File: config.mk
export PLATFORM = sky130hd
export DESIGN_NAME = rf_three_port
export DESIGN_NICKNAME = d
export VERILOG_FILES = /design/src/rtl/rf_pkg.sv /design/src/rtl/rf_id_decode.sv /design/src/rtl/rf_storage.sv /design/src/rtl/rf_read_port.sv /design/src/rtl/rf_three_port.sv
export SDC_FILE = /design/constraint.sdc
export NUM_CORES = 1
export LEC_CHECK = 0
export ABC_AREA = 0
export BUFFER_PORTS_ARGS = -buffer_cell sky130_fd_sc_hd__buf_2
export CORE_ASPECT_RATIO = 0.9
export CORE_UTILIZATION = 50
export DETAILED_ROUTE_END_ITERATION = 10
export GPL_TIMING_DRIVEN = 0
export PLACE_DENSITY = 0.77
export SLEW_MARGIN = 15
export SYNTH_ARGS = -nofsm -noshare
export SYNTH_HDL_FRONTEND = slang
export SYNTH_SLANG_ARGS = --single-unit
File: constraint.sdc
create_clock -name clk -period 1.9 [get_ports clk]
set_clock_uncertainty 0.2 [all_clocks]
set_input_delay 0.095 -clock clk [delete_from_list [all_inputs] [get_ports clk]]
set_output_delay 0.095 -clock clk [all_outputs]
set_load 0.03 [all_outputs]
File: src/rtl/rf_pkg.sv
package rf_pkg;

  localparam int unsigned RF_DATA_W   = 32;
  localparam int unsigned RF_NUM_REGS = 8;
  localparam int unsigned RF_ID_W     = 4;

  // An identifier names a real register only when it is below the count.
  function automatic logic rf_id_selects(input int unsigned id,
                                         input int unsigned nregs);
    return id < nregs;
  endfunction

endpackage

File: src/rtl/rf_id_decode.sv
module rf_id_decode #(
  parameter int unsigned NUM_REGS = rf_pkg::RF_NUM_REGS,
  parameter int unsigned ID_W     = rf_pkg::RF_ID_W,
  localparam int unsigned IDX_W   = (NUM_REGS > 1) ? $clog2(NUM_REGS) : 1
) (
  input  logic [ID_W-1:0]     id,
  output logic                hit,
  output logic [IDX_W-1:0]    idx,
  output logic [NUM_REGS-1:0] sel
);

  assign hit = rf_pkg::rf_id_selects(int'(id), NUM_REGS);
  assign idx = id[IDX_W-1:0];

  for (genvar g = 0; g < NUM_REGS; g++) begin : g_sel
    assign sel[g] = hit && (int'(id) == g);
  end

endmodule

File: src/rtl/rf_storage.sv
module rf_storage #(
  parameter int unsigned DATA_W   = rf_pkg::RF_DATA_W,
  parameter int unsigned NUM_REGS = rf_pkg::RF_NUM_REGS
) (
  input  logic                             clk,
  input  logic                             rst_n,
  input  logic [NUM_REGS-1:0]              wr_sel,
  input  logic [DATA_W-1:0]                wr_data,
  output logic [NUM_REGS-1:0][DATA_W-1:0]  regs_q
);

  for (genvar g = 0; g < NUM_REGS; g++) begin : g_reg
    always_ff @(posedge clk) begin
      if (!rst_n) begin
        regs_q[g] <= '0;
      end else if (wr_sel[g]) begin
        regs_q[g] <= wr_data;
      end
    end
  end

endmodule

File: src/rtl/rf_read_port.sv
module rf_read_port #(
  parameter int unsigned DATA_W   = rf_pkg::RF_DATA_W,
  parameter int unsigned NUM_REGS = rf_pkg::RF_NUM_REGS,
  parameter int unsigned ID_W     = rf_pkg::RF_ID_W,
  localparam int unsigned IDX_W   = (NUM_REGS > 1) ? $clog2(NUM_REGS) : 1
) (
  input  logic [ID_W-1:0]                  id,
  input  logic [NUM_REGS-1:0][DATA_W-1:0]  regs_q,
  output logic                             hit,
  output logic [DATA_W-1:0]                data
);

  logic [IDX_W-1:0]    idx;
  logic [NUM_REGS-1:0] sel_unused;

  rf_id_decode #(.NUM_REGS(NUM_REGS), .ID_W(ID_W)) u_dec (
    .id  (id),
    .hit (hit),
    .idx (idx),
    .sel (sel_unused)
  );

  always_comb begin
    data = '0;
    if (hit) begin
      data = regs_q[idx];
    end
  end

endmodule

File: src/rtl/rf_three_port.sv
module rf_three_port #(
  parameter int unsigned DATA_W   = rf_pkg::RF_DATA_W,
  parameter int unsigned NUM_REGS = rf_pkg::RF_NUM_REGS,
  parameter int unsigned ID_W     = rf_pkg::RF_ID_W
) (
  input  logic              clk,
  input  logic              rst_n,
  input  logic [ID_W-1:0]   rd_a_id,
  output logic [DATA_W-1:0] rd_a_data,
  input  logic [ID_W-1:0]   rd_b_id,
  output logic [DATA_W-1:0] rd_b_data,
  input  logic [ID_W-1:0]   wr_id,
  input  logic [DATA_W-1:0] wr_data
);

  localparam int unsigned IDX_W = (NUM_REGS > 1) ? $clog2(NUM_REGS) : 1;

  // Named internal events, observed by the bound checker.
  logic                            wr_hit;
  logic [IDX_W-1:0]                wr_idx;
  logic [NUM_REGS-1:0]             wr_sel;
  logic                            rd_a_hit;
  logic                            rd_b_hit;
  logic [NUM_REGS-1:0][DATA_W-1:0] regs_q;

  rf_id_decode #(.NUM_REGS(NUM_REGS), .ID_W(ID_W)) u_wr_dec (
    .id  (wr_id),
    .hit (wr_hit),
    .idx (wr_idx),
    .sel (wr_sel)
  );

  rf_storage #(.DATA_W(DATA_W), .NUM_REGS(NUM_REGS)) u_store (
    .clk     (clk),
    .rst_n   (rst_n),
    .wr_sel  (wr_sel),
    .wr_data (wr_data),
    .regs_q  (regs_q)
  );

  rf_read_port #(.DATA_W(DATA_W), .NUM_REGS(NUM_REGS), .ID_W(ID_W)) u_rd_a (
    .id     (rd_a_id),
    .regs_q (regs_q),
    .hit    (rd_a_hit),
    .data   (rd_a_data)
  );

  rf_read_port #(.DATA_W(DATA_W), .NUM_REGS(NUM_REGS), .ID_W(ID_W)) u_rd_b (
    .id     (rd_b_id),
    .regs_q (regs_q),
    .hit    (rd_b_hit),
    .data   (rd_b_data)
  );

endmodule

==> metrics.md, run 1 <==
| Metric | Value |
|---|---|
| Detailed placement HPWL | 29400 um |
| Die Y-Extent | 160 um |
| Vias in the first global route | 11900 |
| Die Width | 178 um |
| TritonCTS Buffers | 26 |
| Top reg by flops | u_store.regs_q |
| CTS root buffer | clkbuf_16 |
| Worst Path Required | about 1.6 ns |
| Sequential cell area | 5220 um^2 |
| Maximum vdd drop | 710 uV |
| Sw Share | 0.253 |
| Reg2Reg Setup Slack | between 0.8 and 0.9 ns |
| Status | finished with violations |
| First-pass GRT wire length | a little under 70000 um |
| Worst rel slew slack | 0.472 |
| Die ar. | 28600 um^2 |
| Setup crit start | u_store.regs_q[225]$_SDFFE_PN0P_ |
| IO Port Bufs | 70 |
| CP Capture Type | primary output |
| Total GRT Usage | 0.312 |
| Worst-margin pin slew | ~0.79 ns |
| Initial antenna violation count | 1 |
| Mapped Area | 13900 um^2 |
| RR Startpoint | u_store.regs_q[230]$_SDFFE_PN0P_ |
| Clock transition at path regs | 0.06 ns |
| Post-synth net total | 1507 |
| Row count | 57 |
| # fillers | 2257 |
| CTS tree | done |
| Final WL | about 44000 um |
| Sequential share of power | 0.455 |
| CTS max path bufs | 3 |
| CP startpoint kind | register |
| Post-route worst setup slack | -0.242 ns |
| Seq cells post-synth | 256 |
| RSZ-0062 raised after global routing | true |
| Synth unique cells | 20 |
| Vias per cell | slightly above 6 |
| DRT Pass-1 Iters | 5 |
| Nets@finish | 1648 |
| Vias | 11900 |
| Int Power | ~9.1 mW |
| Post-Syn Instances | 1461 |
| Core area | 27200 um^2 |
| Fin area | ~16000 um^2 |
| Fin cells | 1974 |
| CP Max Fanout | 3 |
| Worst reg2reg endpoint | u_store.regs_q[230]$_SDFFE_PN0P_ |
| PwrDens | 750 nW/um^2 |
| Clock power frac | 0.427 |
| Max Transition Viols Final | 0 |
| Max cap viols | 0 |
| Placed cell area | 14700 um^2 |
| Antenna cells | 0 |
| Combinational power share | 0.118 |
| Synthesized area per cell | 9.54 um^2 |
| Synthesis Warnings | 0 |
| Final setup violating endpoints | 64 |
| Worst min path class | input pin to register |
| Initial Util | 0.513 |
| Cells after DPL | approximately 1900 |
| I/O pins | 110 |
| Worst EP arrival | 1.85 ns |
| Area of the multi-input gates | 7870 um^2 |
| Pin count of the biggest net entering global routing | 14 |
| ANT nets after route | 0 |
| Htree depth | 1 |
| Layout cells sized above 1 | 0.274 |
| Fin crit period | 2.14 ns |
| Drt drc | 0 |
| Max Freq | 467 MHz |
| Sequential-to-total area share from yosys stat | 0.368 |
| P_sw | between 3 and 4 mW |
| CP Class | register to primary output |
| # clock sinks | 256 |
| P_leak | 5.95 nW |
| Max reg flops | 256 |
| Largest registers | u_store.regs_q x256 |
| Hold Vio Cnt, Final | 0 |
| Final Cycle Share | 1.13 |
| Area Growth Syn to Fin | 17.0% |
| RePlAce Congestion | 0.882 |
| CP Capture Point | rd_b_data[1] |
| Initial drt markers | ~1300 |
| R2R cell count | 3 |
| Clock Latency Late Sink | 0.53 ns |
| Total gr overflow | 0 |
| Mean routed wirelength per cell | 22.4 um |
| Failing checks | negative setup slack |
==> per-stage QoR <==
step	total power, mW	hold WS, ns	utilization	setup WS [ns]	setup TNS, ns
final	12.2	0.158	0.600	-0.242	-10.23
after global routing	12.6	0.183	0.600	-0.253	-13.00
after CTS	12.2	0.131	0.598	-0.220	-10.12
after detailed placement	7.00	0.201	0.542	-0.234	-6.97
after global placement	6.96	0.192	0.542	-0.257	-6.50
after floorplan	6.60	0.102	-	0.284	0
==> cell type report <==
cell class / instances / share of cell area
buffer: 165 / 0.0609
clock buffer: 37 / 0.0444
clock inverter: 9 / 0.00752
multi-input combinational: 1040 / 0.483
sequential: 256 / 0.320
tap: 354 / 0.0272
timing repair buffer: 113 / 0.0575
==> how the worst min path moves through the flow <==
stage,start,endpoint,slack [ns],cells past startpoint
after floorplan,rd_a_id[3],rd_a_data[0],0.10,1
after global placement,wr_data[5],u_store.regs_q[197]$_SDFFE_PN0P_,0.19,3
after detailed placement,wr_data[29],u_store.regs_q[93]$_SDFFE_PN0P_,0.20,3
after CTS,rst_n,u_store.regs_q[116]$_SDFFE_PN0P_,0.13,3
after global routing,rst_n,u_store.regs_q[113]$_SDFFE_PN0P_,0.18,3
final,rst_n,u_store.regs_q[117]$_SDFFE_PN0P_,0.16,3
==> layer usage <==
| metal | wire length, um | up-vias | track usage |
|---|---|---|---|
| met5 | 0 | - | 0 |
| met4 | 2050 | 0 | 0.137 |
| met3 | 4530 | 144 | 0.0668 |
| met2 | 20300 | 717 | 0.490 |
| met1 | 17200 | 5787 | 0.413 |
| li1 | - | 5283 | - |
==> worst max-delay path, cell delays in order, from the launching register on <==
cell	delay [ns]
dfxtp_2	0.33
mux4_2	0.48
mux2i_1	0.22
nor2_1	0.08
buf_4	0.20
==> synth_stat cells (all sizes together) <==
cell | instances | area [um^2]
a21boi | 256 | 1920
and4b | 1 | 10.0
and4bb | 3 | 37.5
buf | 115 | 800
clkbuf | 50 | 188
dfxtp | 256 | 5120
mux2i | 64 | 641
mux4 | 128 | 2880
nand2 | 512 | 1920
nand4b | 1 | 8.76
nand4bb | 3 | 33.8
nor2 | 64 | 240
nor4 | 1 | 21.3
nor4b | 3 | 71.3
or4 | 1 | 7.51
or4b | 3 | 30.0
==> power by group through the flow <==
| stage | combinational (mW) | clock, mW | sequential [mW] |
|---|---|---|---|
| after floorplan | 0.945 | 0 | 5.65 |
| after global placement | 1.30 | 0 | 5.67 |
| after detailed placement | 1.32 | 0 | 5.68 |
| after CTS | 1.41 | 5.24 | 5.56 |
| after global routing | 1.51 | 5.49 | 5.58 |
| final | 1.44 | 5.22 | 5.57 |
==> cell usage in the layout (no fill, tap or decap), types with 5 or more instances in the layout <==
| cell | count |
|---|---|
| mux4_2 | 128 |
| clkbuf_1 | 56 |
| dfxtp_2 | 73 |
| a21boi_0 | 29 |
| clkinv_2 | 5 |
| buf_4 | 119 |
| a21boi_1 | 227 |
| nor2_1 | 61 |
| buf_2 | 53 |
| nand2_1 | 512 |
| dfxtp_1 | 183 |
| dlygate4sd3_1 | 37 |
| mux2i_1 | 60 |
| buf_6 | 18 |
| clkbuf_16 | 27 |
==> cells by family after synthesis <==
family	after synthesis	share of synthesized area
multiplexers	192	0.253
AO/OA/AOI/OAI	256	0.138
AND/OR/NAND/NOR	592	0.171
buffers and inverters	165	0.0708
flip-flops	256	0.368
==> timing repair <==
item | 4_1_cts | 5_1_grt
gates cloned | 0 | 0
endpoints found under the hold margin | 256 | 0
pin swaps | 2 | 3
hold buffers | 37 | 0
gates resized for setup | 123 | 32
setup buffers | 5 | 1
setup endpoints to repair | 64 | 69
Power figures use the tool's default switching activity.
==> run 2: changes to the inputs <==
- TNS_END_PERCENT: not set -> 5
==> metrics.md, run 2 (synthesis results as in run 1) <==
| Metric | Value |
|---|---|
| PwrDens | 754 nW/um^2 |
| CTS max path bufs | 3 |
| Vias | 11900 |
| Layout cells sized above 1 | 0.267 |
| Most frequent cells in the layout | nand2_1, a21boi_1, dfxtp_1, mux4_2, buf_4 |
| Die Width | 178 um |
| Final Cycle Share | 1.14 |
| Nets@finish | 1643 |
| Vias in the first global route | 11900 |
| # clock sinks | 256 |
| P_sw | between 3 and 4 mW |
| Placed cell area | around 15000 um^2 |
| Die ar. | 28600 um^2 |
| CP Max Fanout | 3 |
| Max Freq | 463 MHz |
| Core area | roughly 27000 um^2 |
| Drt drc | 0 |
| Reg2Reg Setup Slack | between 0.9 and 1 ns |
| Fin crit period | 2.16 ns |
| CTS tree | done |
| Antenna cells | 0 |
| TritonCTS Buffers | 26 |
| Clock power frac | 0.428 |
| Clock transition at path regs | around 0.070 ns |
| Status | finished with violations |
| Row count | 57 |
| Die Y-Extent | 160 um |
| Hold Vio Cnt, Final | 0 |
| First-pass GRT wire length | approximately 67000 um |
| CP Capture Type | primary output |
| Total GRT Usage | 0.311 |
| Clock Latency Late Sink | roughly 0.53 ns |
| Met1 Use GR | 0.413 |
| Worst min path class | input pin to register |
| CP startpoint kind | register |
| Total gr overflow | 0 |
| Detailed placement HPWL | 29400 um |
| Worst-margin pin slew | between 0.7 and 0.8 ns |
| Initial antenna violation count | 1 |
| Failing checks | negative setup slack |
| Area Growth Syn to Fin | 16.6% |
| CTS root buffer | clkbuf_16 |
| I/O pins | 110 |
| DRT Pass-1 Iters | 8 |
| GR peak layer | met2 |
| Largest registers | u_store.regs_q x256 |
| Initial Util | 0.513 |
| Maximum vdd drop | 709 uV |
| Int Power | 9.14 mW |
| Worst Path Required | between 1.5 and 2 ns |
| Worst rel slew slack | 0.476 |
| Met3 Use GR | 0.0670 |
| # fillers | 2262 |
| Sequential share of power | 0.455 |
| Post-route worst setup slack | -0.261 ns |
| Pin count of the biggest net entering global routing | 14 |
| Final WL | 44100 um |
| Sw Share | 0.254 |
| IO Port Bufs | 70 |
| CP Class | register to primary output |
| Fin area | 16300 um^2 |
| Final setup violating endpoints | 64 |
| Max Transition Viols Final | 0 |
| Max cap viols | 0 |
| ANT nets after route | 0 |
| Place WS | -0.234 ns |
| Worst EP arrival | ~1.9 ns |
| Top reg by flops | u_store.regs_q |
| Vias per cell | 6.06 |
| P_leak | slightly below 6 nW |
| Initial drt markers | 1247 |
| RePlAce Congestion | 0.882 |
| Htree depth | 1 |
| Met2 Usage GRT | 0.487 |
| Most common cell after layout, fill and taps aside | nand2_1 |
| RSZ-0062 raised after global routing | true |
| Max reg flops | 256 |
| Combinational power share | 0.117 |
| Mean routed wirelength per cell | 22.4 um |
-- run 2: path summary, 6_finish.rpt --
| path | startpoint | end | depth (start not counted) |
|---|---|---|---|
| hold / removal | rst_n | u_store.regs_q[13]$_SDFFE_PN0P_ | 3 |
| setup / recovery | u_store.regs_q[225]$_SDFFE_PN0P_ | rd_b_data[1] | 4 |
| setup reg to reg | u_store.regs_q[254]$_SDFFE_PN0P_ | u_store.regs_q[254]$_SDFFE_PN0P_ | 3 |
| hold reg to reg | u_store.regs_q[248]$_SDFFE_PN0P_ | u_store.regs_q[248]$_SDFFE_PN0P_ | 2 |
-- run 2: metal layers --
metal	vias up	routed length, um	part of all wire
met1	5815	17300	0.39
met5	-	0	0
met4	0	1910	0.043
li1	5283	-	-
met2	710	20400	0.46
met3	131	4460	0.10
-- run 2: power groups by stage --
| stage | Clock (mW) | Combinational, mW | Sequential, mW |
|---|---|---|---|
| 2_1_floorplan | 0 | 0.945 | 5.65 |
| 3_5_place_dp | 0 | 1.32 | 5.68 |
| 4_1_cts | 5.24 | 1.41 | 5.56 |
| 3_3_place_gp | 0 | 1.30 | 5.67 |
| 5_1_grt | 5.49 | 1.51 | 5.58 |
| 6_report | 5.25 | 1.44 | 5.57 |
-- run 2: area by class of cell --
cell class	instances	area [um^2]	area share
Buffer	165	992	0.0610
Clock buffer	37	723	0.0445
Clock inverter	9	123	0.00754
Multi-Input combinational cell	1040	7870	0.484
Sequential cell	256	5210	0.320
Tap cell	354	443	0.0272
Timing Repair Buffer	108	897	0.0552
-- run 2: per-stage QoR --
step | setup TNS, ns | instances | util | hold slack (ns) | total power [mW]
6_report | -10.17 | 1969 | 0.598 | 0.154 | 12.3
5_1_grt | -13.04 | 1969 | 0.598 | 0.183 | 12.6
4_1_cts | -10.16 | 1969 | 0.597 | 0.131 | 12.2
3_5_place_dp | -6.97 | 1885 | 0.542 | 0.201 | 7.00
3_3_place_gp | -6.50 | 1885 | 0.542 | 0.192 | 6.96
2_1_floorplan | 0 | 1461 | - | 0.102 | 6.60
-- run 2: timing repair --
action | in CTS | in global routing
endpoints found under the hold margin | 256 | 0
setup buffers | 1 | 0
pin swaps | 1 | 1
setup endpoints to repair | 64 | 69
gates resized for setup | 119 | 26
gates cloned | 0 | 0
hold buffers | 37 | 0
-- run 2: worst max-delay path, stage by stage (launching register included) --
cell and delay, ns:
dfxtp_2 0.33, mux4_2 0.49, mux2i_1 0.23, nor2_1 0.08, buf_4 0.20
